File: src/rtl/coh_msi_pkg.sv
package coh_msi_pkg;

    // Line states; the all-zero code is Invalid so reset clears every line.
    typedef enum logic [1:0] {
        LN_INV = 2'b00,
        LN_SHR = 2'b01,
        LN_MOD = 2'b10
    } line_st_e;

    // Bus and snoop command encoding shared with the neighbours on the bus.
    typedef enum logic [1:0] {
        BUS_NONE = 2'b00,
        BUS_RD   = 2'b01,
        BUS_OWN  = 2'b10,
        BUS_WB   = 2'b11
    } bus_cmd_e;

    // Local request sequencer.
    typedef enum logic [1:0] {
        FSM_IDLE = 2'b00,
        FSM_WB   = 2'b01,
        FSM_REQ  = 2'b10,
        FSM_FILL = 2'b11
    } fsm_e;

endpackage

File: src/rtl/coh_snoop_eval.sv
module coh_snoop_eval
    import coh_msi_pkg::*;
#(
    parameter int NUM_LINES = 4,
    parameter int ADDR_W    = 10,
    localparam int IDX_W    = (NUM_LINES > 1) ? $clog2(NUM_LINES) : 1,
    localparam int TAG_W    = ADDR_W - IDX_W
) (
    input  logic                              snoop_valid,
    input  logic [1:0]                        snoop_cmd,
    input  logic [ADDR_W-1:0]                 snoop_addr,
    input  logic [NUM_LINES-1:0][1:0]         lst,
    input  logic [NUM_LINES-1:0][TAG_W-1:0]   ltag,
    output logic                              hit,
    output logic [IDX_W-1:0]                  idx,
    output logic [1:0]                        nxt_st,
    output logic                              flush
);

    logic [TAG_W-1:0] s_tag;
    logic [1:0]       cur;
    logic             present;
    logic             is_rd;
    logic             is_own;

    always_comb begin
        idx     = snoop_addr[IDX_W-1:0];
        s_tag   = snoop_addr[ADDR_W-1:IDX_W];
        cur     = lst[idx];
        present = (ltag[idx] == s_tag) && (cur != LN_INV);
        is_rd   = (snoop_cmd == BUS_RD);
        is_own  = (snoop_cmd == BUS_OWN);
        hit     = snoop_valid && present && (is_rd || is_own);
        // A remote read demotes to Shared; a remote ownership request drops the copy.
        nxt_st  = is_own ? LN_INV : LN_SHR;
        flush   = hit && (cur == LN_MOD);
    end

endmodule

File: src/rtl/coh_cpu_eval.sv
module coh_cpu_eval
    import coh_msi_pkg::*;
#(
    parameter int NUM_LINES = 4,
    parameter int ADDR_W    = 10,
    localparam int IDX_W    = (NUM_LINES > 1) ? $clog2(NUM_LINES) : 1,
    localparam int TAG_W    = ADDR_W - IDX_W
) (
    input  logic                              cpu_write,
    input  logic [ADDR_W-1:0]                 cpu_addr,
    input  logic [NUM_LINES-1:0][1:0]         lst,
    input  logic [NUM_LINES-1:0][TAG_W-1:0]   ltag,
    output logic [IDX_W-1:0]                  idx,
    output logic                              is_hit,
    output logic                              victim_dirty,
    output logic                              upgrade
);

    logic [1:0] cur;
    logic       tag_eq;

    always_comb begin
        idx          = cpu_addr[IDX_W-1:0];
        cur          = lst[idx];
        tag_eq       = (ltag[idx] == cpu_addr[ADDR_W-1:IDX_W]);
        is_hit       = tag_eq && ((cur == LN_MOD) || (cur == LN_SHR && !cpu_write));
        victim_dirty = !tag_eq && (cur == LN_MOD);
        upgrade      = tag_eq && (cur == LN_SHR) && cpu_write;
    end

endmodule

File: src/rtl/coh_msi_ctrl.sv
module coh_msi_ctrl
    import coh_msi_pkg::*;
#(
    parameter int NUM_LINES = 4,
    parameter int ADDR_W    = 10,
    parameter int DATA_W    = 32
) (
    input  logic              clk,
    input  logic              rst_n,
    input  logic              cpu_valid,
    input  logic              cpu_write,
    input  logic [ADDR_W-1:0] cpu_addr,
    input  logic [DATA_W-1:0] cpu_wdata,
    output logic              cpu_retry,
    output logic              cpu_done,
    output logic [DATA_W-1:0] cpu_rdata,
    output logic [1:0]        bus_cmd,
    output logic [ADDR_W-1:0] bus_addr,
    output logic [DATA_W-1:0] bus_wdata,
    input  logic              bus_gnt,
    input  logic              fill_valid,
    input  logic [DATA_W-1:0] fill_data,
    input  logic              snoop_valid,
    input  logic [1:0]        snoop_cmd,
    input  logic [ADDR_W-1:0] snoop_addr,
    output logic              flush_valid,
    output logic [ADDR_W-1:0] flush_addr,
    output logic [DATA_W-1:0] flush_data
);

    localparam int IDX_W = (NUM_LINES > 1) ? $clog2(NUM_LINES) : 1;
    localparam int TAG_W = ADDR_W - IDX_W;

    typedef struct packed {
        fsm_e                             fsm;
        line_st_e [NUM_LINES-1:0]         lst;
        logic [NUM_LINES-1:0][TAG_W-1:0]  ltag;
        logic [NUM_LINES-1:0][DATA_W-1:0] ldata;
        logic                             p_write;
        logic [ADDR_W-1:0]                p_addr;
        logic [DATA_W-1:0]                p_wdata;
        logic                             need_fill;
        bus_cmd_e                         cmd;
        logic [ADDR_W-1:0]                baddr;
        logic [DATA_W-1:0]                bdata;
        logic                             resp;
        logic [DATA_W-1:0]                rdata;
        logic                             flush;
        logic [ADDR_W-1:0]                faddr;
        logic [DATA_W-1:0]                fdata;
    } ctrl_t;

    ctrl_t q, d;

    logic [NUM_LINES-1:0][1:0] lst_flat;
    logic                      snp_hit;
    logic [IDX_W-1:0]          snp_idx;
    logic [1:0]                snp_nxt;
    logic                      snp_flush;
    logic [IDX_W-1:0]          c_idx;
    logic                      c_hit;
    logic                      c_victim_dirty;
    logic                      c_upgrade;
    logic                      collide;
    logic [IDX_W-1:0]          p_idx;
    logic [TAG_W-1:0]          p_tag;

    assign lst_flat = q.lst;

    coh_snoop_eval #(.NUM_LINES(NUM_LINES), .ADDR_W(ADDR_W)) u_snoop (
        .snoop_valid (snoop_valid),
        .snoop_cmd   (snoop_cmd),
        .snoop_addr  (snoop_addr),
        .lst         (lst_flat),
        .ltag        (q.ltag),
        .hit         (snp_hit),
        .idx         (snp_idx),
        .nxt_st      (snp_nxt),
        .flush       (snp_flush)
    );

    coh_cpu_eval #(.NUM_LINES(NUM_LINES), .ADDR_W(ADDR_W)) u_cpu (
        .cpu_write    (cpu_write),
        .cpu_addr     (cpu_addr),
        .lst          (lst_flat),
        .ltag         (q.ltag),
        .idx          (c_idx),
        .is_hit       (c_hit),
        .victim_dirty (c_victim_dirty),
        .upgrade      (c_upgrade)
    );

    assign p_idx   = q.p_addr[IDX_W-1:0];
    assign p_tag   = q.p_addr[ADDR_W-1:IDX_W];
    // Conservative set-level collision: any snoop on the same index wins.
    assign collide = cpu_valid && snoop_valid &&
                     (snoop_addr[IDX_W-1:0] == cpu_addr[IDX_W-1:0]);

    always_comb begin
        d       = q;
        d.resp  = 1'b0;
        d.flush = 1'b0;

        // Snooped traffic is applied before any local decision this cycle.
        if (snp_hit) begin
            d.lst[snp_idx] = line_st_e'(snp_nxt);
            if (snp_flush) begin
                d.flush = 1'b1;
                d.faddr = snoop_addr;
                d.fdata = q.ldata[snp_idx];
            end
        end

        unique case (q.fsm)
            FSM_IDLE: begin
                if (cpu_valid && !collide) begin
                    if (c_hit) begin
                        d.rdata = cpu_write ? cpu_wdata : q.ldata[c_idx];
                        if (cpu_write) begin
                            d.ldata[c_idx] = cpu_wdata;
                        end
                        d.resp = 1'b1;
                    end else begin
                        d.p_write = cpu_write;
                        d.p_addr  = cpu_addr;
                        d.p_wdata = cpu_wdata;
                        if (c_victim_dirty) begin
                            d.fsm   = FSM_WB;
                            d.cmd   = BUS_WB;
                            d.baddr = {q.ltag[c_idx], c_idx};
                            d.bdata = q.ldata[c_idx];
                        end else if (c_upgrade) begin
                            d.fsm       = FSM_REQ;
                            d.cmd       = BUS_OWN;
                            d.baddr     = cpu_addr;
                            d.need_fill = 1'b0;
                        end else begin
                            d.fsm       = FSM_REQ;
                            d.cmd       = cpu_write ? BUS_OWN : BUS_RD;
                            d.baddr     = cpu_addr;
                            d.need_fill = 1'b1;
                        end
                    end
                end
            end

            FSM_WB: begin
                // A snoop that already took the dirty victim cancels the writeback.
                if (bus_gnt || (d.lst[p_idx] != LN_MOD)) begin
                    if (bus_gnt) begin
                        d.lst[p_idx] = LN_INV;
                    end
                    d.fsm       = FSM_REQ;
                    d.cmd       = q.p_write ? BUS_OWN : BUS_RD;
                    d.baddr     = q.p_addr;
                    d.need_fill = 1'b1;
                end
            end

            FSM_REQ: begin
                // Upgrade lost its Shared copy while waiting: data must be fetched.
                if (!q.need_fill && (d.lst[p_idx] == LN_INV)) begin
                    d.need_fill = 1'b1;
                end
                if (bus_gnt) begin
                    d.cmd = BUS_NONE;
                    if (d.need_fill) begin
                        d.fsm = FSM_FILL;
                    end else begin
                        d.lst[p_idx]   = LN_MOD;
                        d.ldata[p_idx] = q.p_wdata;
                        d.rdata        = q.p_wdata;
                        d.resp         = 1'b1;
                        d.fsm          = FSM_IDLE;
                    end
                end
            end

            FSM_FILL: begin
                if (fill_valid) begin
                    d.ltag[p_idx]  = p_tag;
                    d.ldata[p_idx] = q.p_write ? q.p_wdata : fill_data;
                    d.lst[p_idx]   = q.p_write ? LN_MOD : LN_SHR;
                    d.rdata        = q.p_write ? q.p_wdata : fill_data;
                    d.resp         = 1'b1;
                    d.fsm          = FSM_IDLE;
                end
            end

            default: d.fsm = FSM_IDLE;
        endcase
    end

    always_ff @(posedge clk) begin
        if (!rst_n) begin
            q <= '0;
        end else begin
            q <= d;
        end
    end

    assign cpu_retry   = (q.fsm == FSM_IDLE) && collide;
    assign cpu_done    = q.resp;
    assign cpu_rdata   = q.rdata;
    assign bus_cmd     = q.cmd;
    assign bus_addr    = q.baddr;
    assign bus_wdata   = q.bdata;
    assign flush_valid = q.flush;
    assign flush_addr  = q.faddr;
    assign flush_data  = q.fdata;

endmodule

File: config.mk
export PLATFORM = sky130hd
export DESIGN_NAME = coh_msi_ctrl
export DESIGN_NICKNAME = d
export VERILOG_FILES = /design/src/rtl/coh_msi_pkg.sv /design/src/rtl/coh_snoop_eval.sv /design/src/rtl/coh_cpu_eval.sv /design/src/rtl/coh_msi_ctrl.sv
export SDC_FILE = /design/constraint.sdc
export NUM_CORES = 1
export LEC_CHECK = 0
export BUFFER_PORTS_ARGS = -buffer_cell sky130_fd_sc_hd__buf_2
export CAP_MARGIN = 20
export CORE_MARGIN = 8
export CORE_UTILIZATION = 45
export CTS_CLUSTER_SIZE = 40
export DETAILED_ROUTE_END_ITERATION = 12
export PLACE_DENSITY = 0.68
export SETUP_SLACK_MARGIN = 0.05
export SYNTH_ARGS = -nofsm -noshare
export SYNTH_HDL_FRONTEND = slang
export SYNTH_HIERARCHICAL = 1
export SYNTH_SLANG_ARGS = --single-unit
File: constraint.sdc
create_clock -name clk -period 10.8 [get_ports clk]
set_input_delay 0.54 -clock clk [delete_from_list [all_inputs] [get_ports clk]]
set_output_delay 0.54 -clock clk [all_outputs]
set_load 0.02 [all_outputs]
; ---- Word level (Yosys, flattened, before mapping)
; Index checks and enable logic that the tools add are counted.
[word_totals]
output_inout_bits = 121
register_bits = 334
elab_cells = 169
[op_classes]
n_bitwise = 6
n_mux = 70
reduce_logical = 41
n_eq_ne = 21
magnitude_cmp = 6
[op_table]
columns = cell, count
row1 = 128-bit 2-to-1 mux, 4
row2 = 128-bit bitwise mux, 3
row3 = 128-bit one-hot mux with 3 select lines, 1
row4 = 249-bit 2-to-1 mux, 1
row5 = 32-bit 2-to-1 mux, 7
row6 = 170-bit 2-to-1 mux, 1
row7 = 33-bit 2-to-1 mux, 4
row8 = 32-bit binary-select mux with 2-bit select, 2
row9 = 32-bit demux with 2-bit select, 2
row10 = 33-bit one-hot mux with 3 select lines, 1
row11 = 88-bit 2-to-1 mux, 1
row12 = 8-bit 2-to-1 mux, 6
row13 = 43-bit 2-to-1 mux, 1
row14 = 8-bit binary-select mux with 2-bit select, 2
row15 = 32-bit bitwise mux, 1
row16 = 13-bit 2-to-1 mux, 2
row17 = 2-bit 2-to-1 mux, 12
row18 = 8-bit one-hot mux with 3 select lines, 1
row19 = 10-bit 2-to-1 mux, 2
row20 = "2-bit inequality test, second input constant", 10
row21 = 10-bit one-hot mux with 2 select lines, 1
row22 = 1-bit logical AND, 17
row23 = 8-bit bitwise mux, 2
row24 = 8-bit demux with 2-bit select, 1
row25 = 29 further kinds, 59

; ---- Logic depth before layout (Yosys ltp)
[logic_depth]
word_depth = 16
ltp_mapped = 15
ltp_nobuf = 13

; ---- Hierarchy
; The synthesis kept the hierarchy.
[by_module_without_submodules]
columns = module, cells_per_inst, n_inst, area_per_inst_um2
row1 = coh_msi_ctrl, 2234, 1, 18756.7
row2 = coh_snoop_eval, 42, 1, 446.7
row3 = coh_cpu_eval, 30, 1, 417.9

; ---- Least setup slack after synthesis
; Ideal clock, no wire load.
[synth_timing]
path_kind = input -> register
start = input snoop_addr[0]
end = register q[261] (netlist name)
arrival_ns = 3.812
path_stages = 13
setup_slack_ns = 6.845
setup_time_ns = 0.143
path_cell_list = buf_4 -> mux4_2 -> xnor2_1 -> o211ai_1 -> nor2_1 -> nor3b_4 -> mux2i_1 -> mux4_2 -> buf_4 -> a311o_4 -> a211oi_4 -> buf_6 -> o32ai_2
[synth_between]
elab_chain_len = 15
word_cells_on_any_way = 29
[synth_lines]
columns = item, line
row1 = start: declaration, coh_msi_ctrl.sv:25  ; input logic [ADDR_W-1:0] snoop_addr,
row2 = 8-bit binary-select mux with 2-bit select / 2-bit binary-select mux with 2-bit select (equally long branches), "coh_snoop_eval.sv:30, coh_snoop_eval.sv:29"
row3 = 8-bit 2-to-1 mux (not written as such) / 2-bit 2-to-1 mux (equally long branches), "coh_snoop_eval.sv:30, coh_snoop_eval.sv:29"
row4 = 8-bit equality test / 2-bit nonzero test (equally long branches), coh_snoop_eval.sv:30  ; present = (ltag[idx] == s_tag) && (cur != LN_INV);
row5 = 1-bit logical AND *, coh_snoop_eval.sv:30
row6 = 1-bit logical AND * (2 in a row), coh_snoop_eval.sv:33  ; hit = snoop_valid && present && (is_rd || is_own);
row7 = net snp_hit, coh_msi_ctrl.sv:56  ; logic snp_hit;
row8 = 8-bit 2-to-1 mux *, coh_msi_ctrl.sv:105  ; if (snp_hit) begin
row9 = 2-bit binary-select mux with 2-bit select *, coh_msi_ctrl.sv:162  ; if (!q.need_fill && (d.lst[p_idx] == LN_INV)) begin
row10 = 2-bit 2-to-1 mux (not written as such) *, coh_msi_ctrl.sv:162
row11 = 2-bit zero test *, coh_msi_ctrl.sv:162
row12 = 1-bit logical AND *, coh_msi_ctrl.sv:162
row13 = 1-bit 2-to-1 mux *, coh_msi_ctrl.sv:162
row14 = 1-bit 2-to-1 mux *, coh_msi_ctrl.sv:114  ; unique case (q.fsm)
row15 = 2-bit inequality test (no source line) *, -
row16 = 7-bit AND reduction (no source line) *, -
row17 = end signal: assignment, coh_msi_ctrl.sv:196  ; q <= '0;
row18 = end signal: assignment, coh_msi_ctrl.sv:198  ; q <= d;
row19 = end: declaration, coh_msi_ctrl.sv:53  ; ctrl_t q, d;
; The timed path passes the listed nets; every way through them passes the cells marked *. The select of a mux whose other input is x is not followed.
; A chain may end at the register's enable or synchronous reset.

; ---- Final worst setup path
[layout_timing]
start = input snoop_addr[0]
end = register q[281] (netlist name)
; The elaborated chain is that of the path after synthesis.

==> impl_metrics.yaml <==
placed_design:
  gp_congestion: 0.934
  dp_slack_ps: 4580
  dpl-instance-area_mm2: 0.0199
  dp_hpwl_um: 42200
  numPortBuffers: 213
power_and_ir_drop:
  p_clk_frac: 0.331
  power_density_mw_per_mm2: 208
  power_frac_seq: 0.335
  p_int_mw: 2.75
  static-leakage-power_nw: 7.36
  sw_frac_of_total: 0.387
  peakVddDrop_mv: 0.161
  power.switching_mw: 1.73
  p_comb_frac: 0.334
cells_and_area:
  nets: 2356
  area_delta_synth_final_pct: 9.61
  fillers: 4044
  final_area_mm2: 0.0215
  final_layout_size_suffix_gt1_frac: 0.198
  final_util: 0.499
detailed_routing:
  dr.pass1.iters: 6
  routed_wl_um: 68500
  drc_errors: 0
  num_vias: 18200
  ant_nets: 0
  drt_first_iter_violations: 2430
  wl_per_cell_um: 23.8
  via_per_inst: 6.34
clock_tree:
  clock_sinks: 334
  cts_buffers: 40
  ctsResizeCount: 0
  clkTransAtPathRegs_ps: 60
  cts_tree: "done"
  cts_root_buf: "clkbuf_16"
  cts_buffer_depth: 3
  clock_latency_ps: 570
  ctsHoldBuffers: 0
  cts_max_level: 2
  cts_setup_buffers: 0
worst_hold_path:
  whs_path_depth: 3
  hold_class: "in2reg"
sta:
  min_period_ps: 5660
  relSlewSlack: 0.205
  clock_skew_ps: 21.2
  setup_viol: 0
  max_freq_ghz: 0.177
  worst_pin_slew_ps: 1190
  worst_slack_ps: 5140
  final.period_utilization: 0.524
  report.final.slew_viol_count: 0
  rsz0062_at_grt: "false"
  finalSetupTns_ps: 0
  final_hold_viol_count: 0
floorplanning:
  start_util: 0.456
  fp.dieW_um: 225
  pin_count: 214
  num_rows: 76
  die_area_mm2: 0.0505
  core_area_mm2: 0.0431
  dieHeight_um: 225
yosys:
  mappedNetlistArea_mm2: 0.0196
  netlist_top_cells_area: "dfxtp_1, nand2_1, mux4_2"
  synth_ff_type: "dfxtp_1"
  synth_most_common_cell: "nand2_1"
  synthCells: 2306
  synthArstFlopShare: 0
  synth-seq-cells: 334
  yosysUniqueCellTypes: 57
  synth_common_cells: "nand2_1, dfxtp_1, a21oi_1, o22ai_1, mux2i_1"
  synth_top_area_share: 0.341
  seq_area_frac_synth: 0.341
  synth_edf_count: 0
  syn_area_per_cell_um2: 8.51
  syn_nets: 2405
  synth_area_leader_cell: "dfxtp_1"
  ys_warn_count: 6
grt:
  grt_pass1_wl_um: 105000
  grt_max_degree: 116
  overflow: 0
  grt_pass1_vias: 17700
  antenna_found_initial: 6
  grt_util_all_layers: 0.260
setup_path:
  worstPathArrival_ps: 6070
  ff2ff_path_depth: 11
  endpoint_kind: "register"
  path_max_fanout: 48
  r2r_slack_ps: 5680
  worstSetupPathType: "in2reg"
  worstPathRequired_ps: 11200
  start_kind: "input port"
flow_run:
  maxCapViolations: 0
outcome:
  outcome: "finished clean"
## cell usage in the layout, fill, tap and decap left out, drive strengths merged, types with 2 or more instances in the layout
master      n
nor2b       5
a2111oi     3
o31ai       5
nand3       9
a311oi      6
buf       242
a41oi       4
ha          6
a31oi       6
inv        11
nor2       59
diode       6
clkbuf     54
nand3b      3
nor3       18
and2        3
a221oi      4
a211oi     19
mux2        4
o32ai      33
bufinv      7
o221ai      3
clkinv      9
mux4       92
xor2        2
dfxtp     334
o21ai      38
o22ai     224
xnor2      19
a21oi     271
a22oi      33
a311o       2
nand4       5
clkinvlp    3
nand2     546
nand2b      3
a21o        3
a41o        2
mux2i     185
## final cells by class
type / count / area (µm²) / area share
tap: 585 / 732 / 0.0340
antenna: 6 / 15.0 / 0.000698
timing repair buffer: 243 / 1410 / 0.0655
clock inverter: 17 / 268 / 0.0124
inverter: 13 / 53.8 / 0.00250
multi-input combinational: 1625 / 11200 / 0.520
clock buffer: 53 / 1150 / 0.0536
sequential: 334 / 6690 / 0.311
## metal layers
metal / vias up / GRT usage / routed length, µm
met2: 1112 / 0.422 / 32200
met5: - / 0 / 17
li1: 8155 / - / -
met3: 159 / 0.0477 / 6350
met1: 8800 / 0.331 / 27300
met4: 2 / 0.127 / 2550
## state kept, by name, summed over array words and instances (netlist names), named ones only
| register | flops |
|---|---|
| cpu_rdata | 32 |
| flush_data | 32 |
| p_tag | 8 |
| bus_addr | 10 |
| flush_addr | 10 |
| q | 164 |
| bus_cmd | 2 |
| bus_wdata | 32 |
| flush_valid | 1 |
| p_idx | 2 |
| cpu_done | 1 |
| lst_flat | 8 |
## critical path, cell delays in order
cell and delay (ps):
buf_4 760, mux4_2 620, xnor2_1 160, nand4_1 200, nor2_1 390, nor3b_4 350
mux2i_1 150, mux4_2 640, a311o_4 660, a211oi_4 970, buf_4 450, o32ai_2 130
## power groups by stage
stage	sequential, mW	combinational [mW]	clock (mW)
3_3_place_gp	1.51	1.40	0
2_1_floorplan	1.47	1.13	0
6_report	1.50	1.50	1.48
3_5_place_dp	1.52	1.42	0
5_1_grt	1.52	1.58	1.54
4_1_cts	1.50	1.42	1.50
## final timing paths
check,startpoint,end
setup / recovery,snoop_addr[0],q[281]
hold / removal,snoop_addr[8],flush_addr[8]
setup reg to reg,register,q[281]
hold reg to reg,flush_addr[0],flush_addr[0]
## logic make-up (layout without fill, tap and decap cells)
logic type                 after synthesis  after routing  share of synthesized area
AOI/OAI and AO/OA                      660            660                      0.215
xor gates and xnor gates                21             21                    0.00937
adders and majority gates                6              6                    0.00383
buffers and inverters                  347            326                     0.0948
DFF                                    334            334                      0.341
muxes                                  281            281                      0.204
other                                    1              7                   0.000191
and+or+nand+nor                        656            656                      0.132
## through the flow
step	total power, mW	cells	hold WS [ps]
5_1_grt	4.64	2875	260
2_1_floorplan	2.61	2306	437
3_5_place_dp	2.94	2793	443
6_report	4.48	2876	247
4_1_cts	4.41	2863	230
3_3_place_gp	2.91	2793	439
Note: power is estimated with default switching activity, not from simulation.
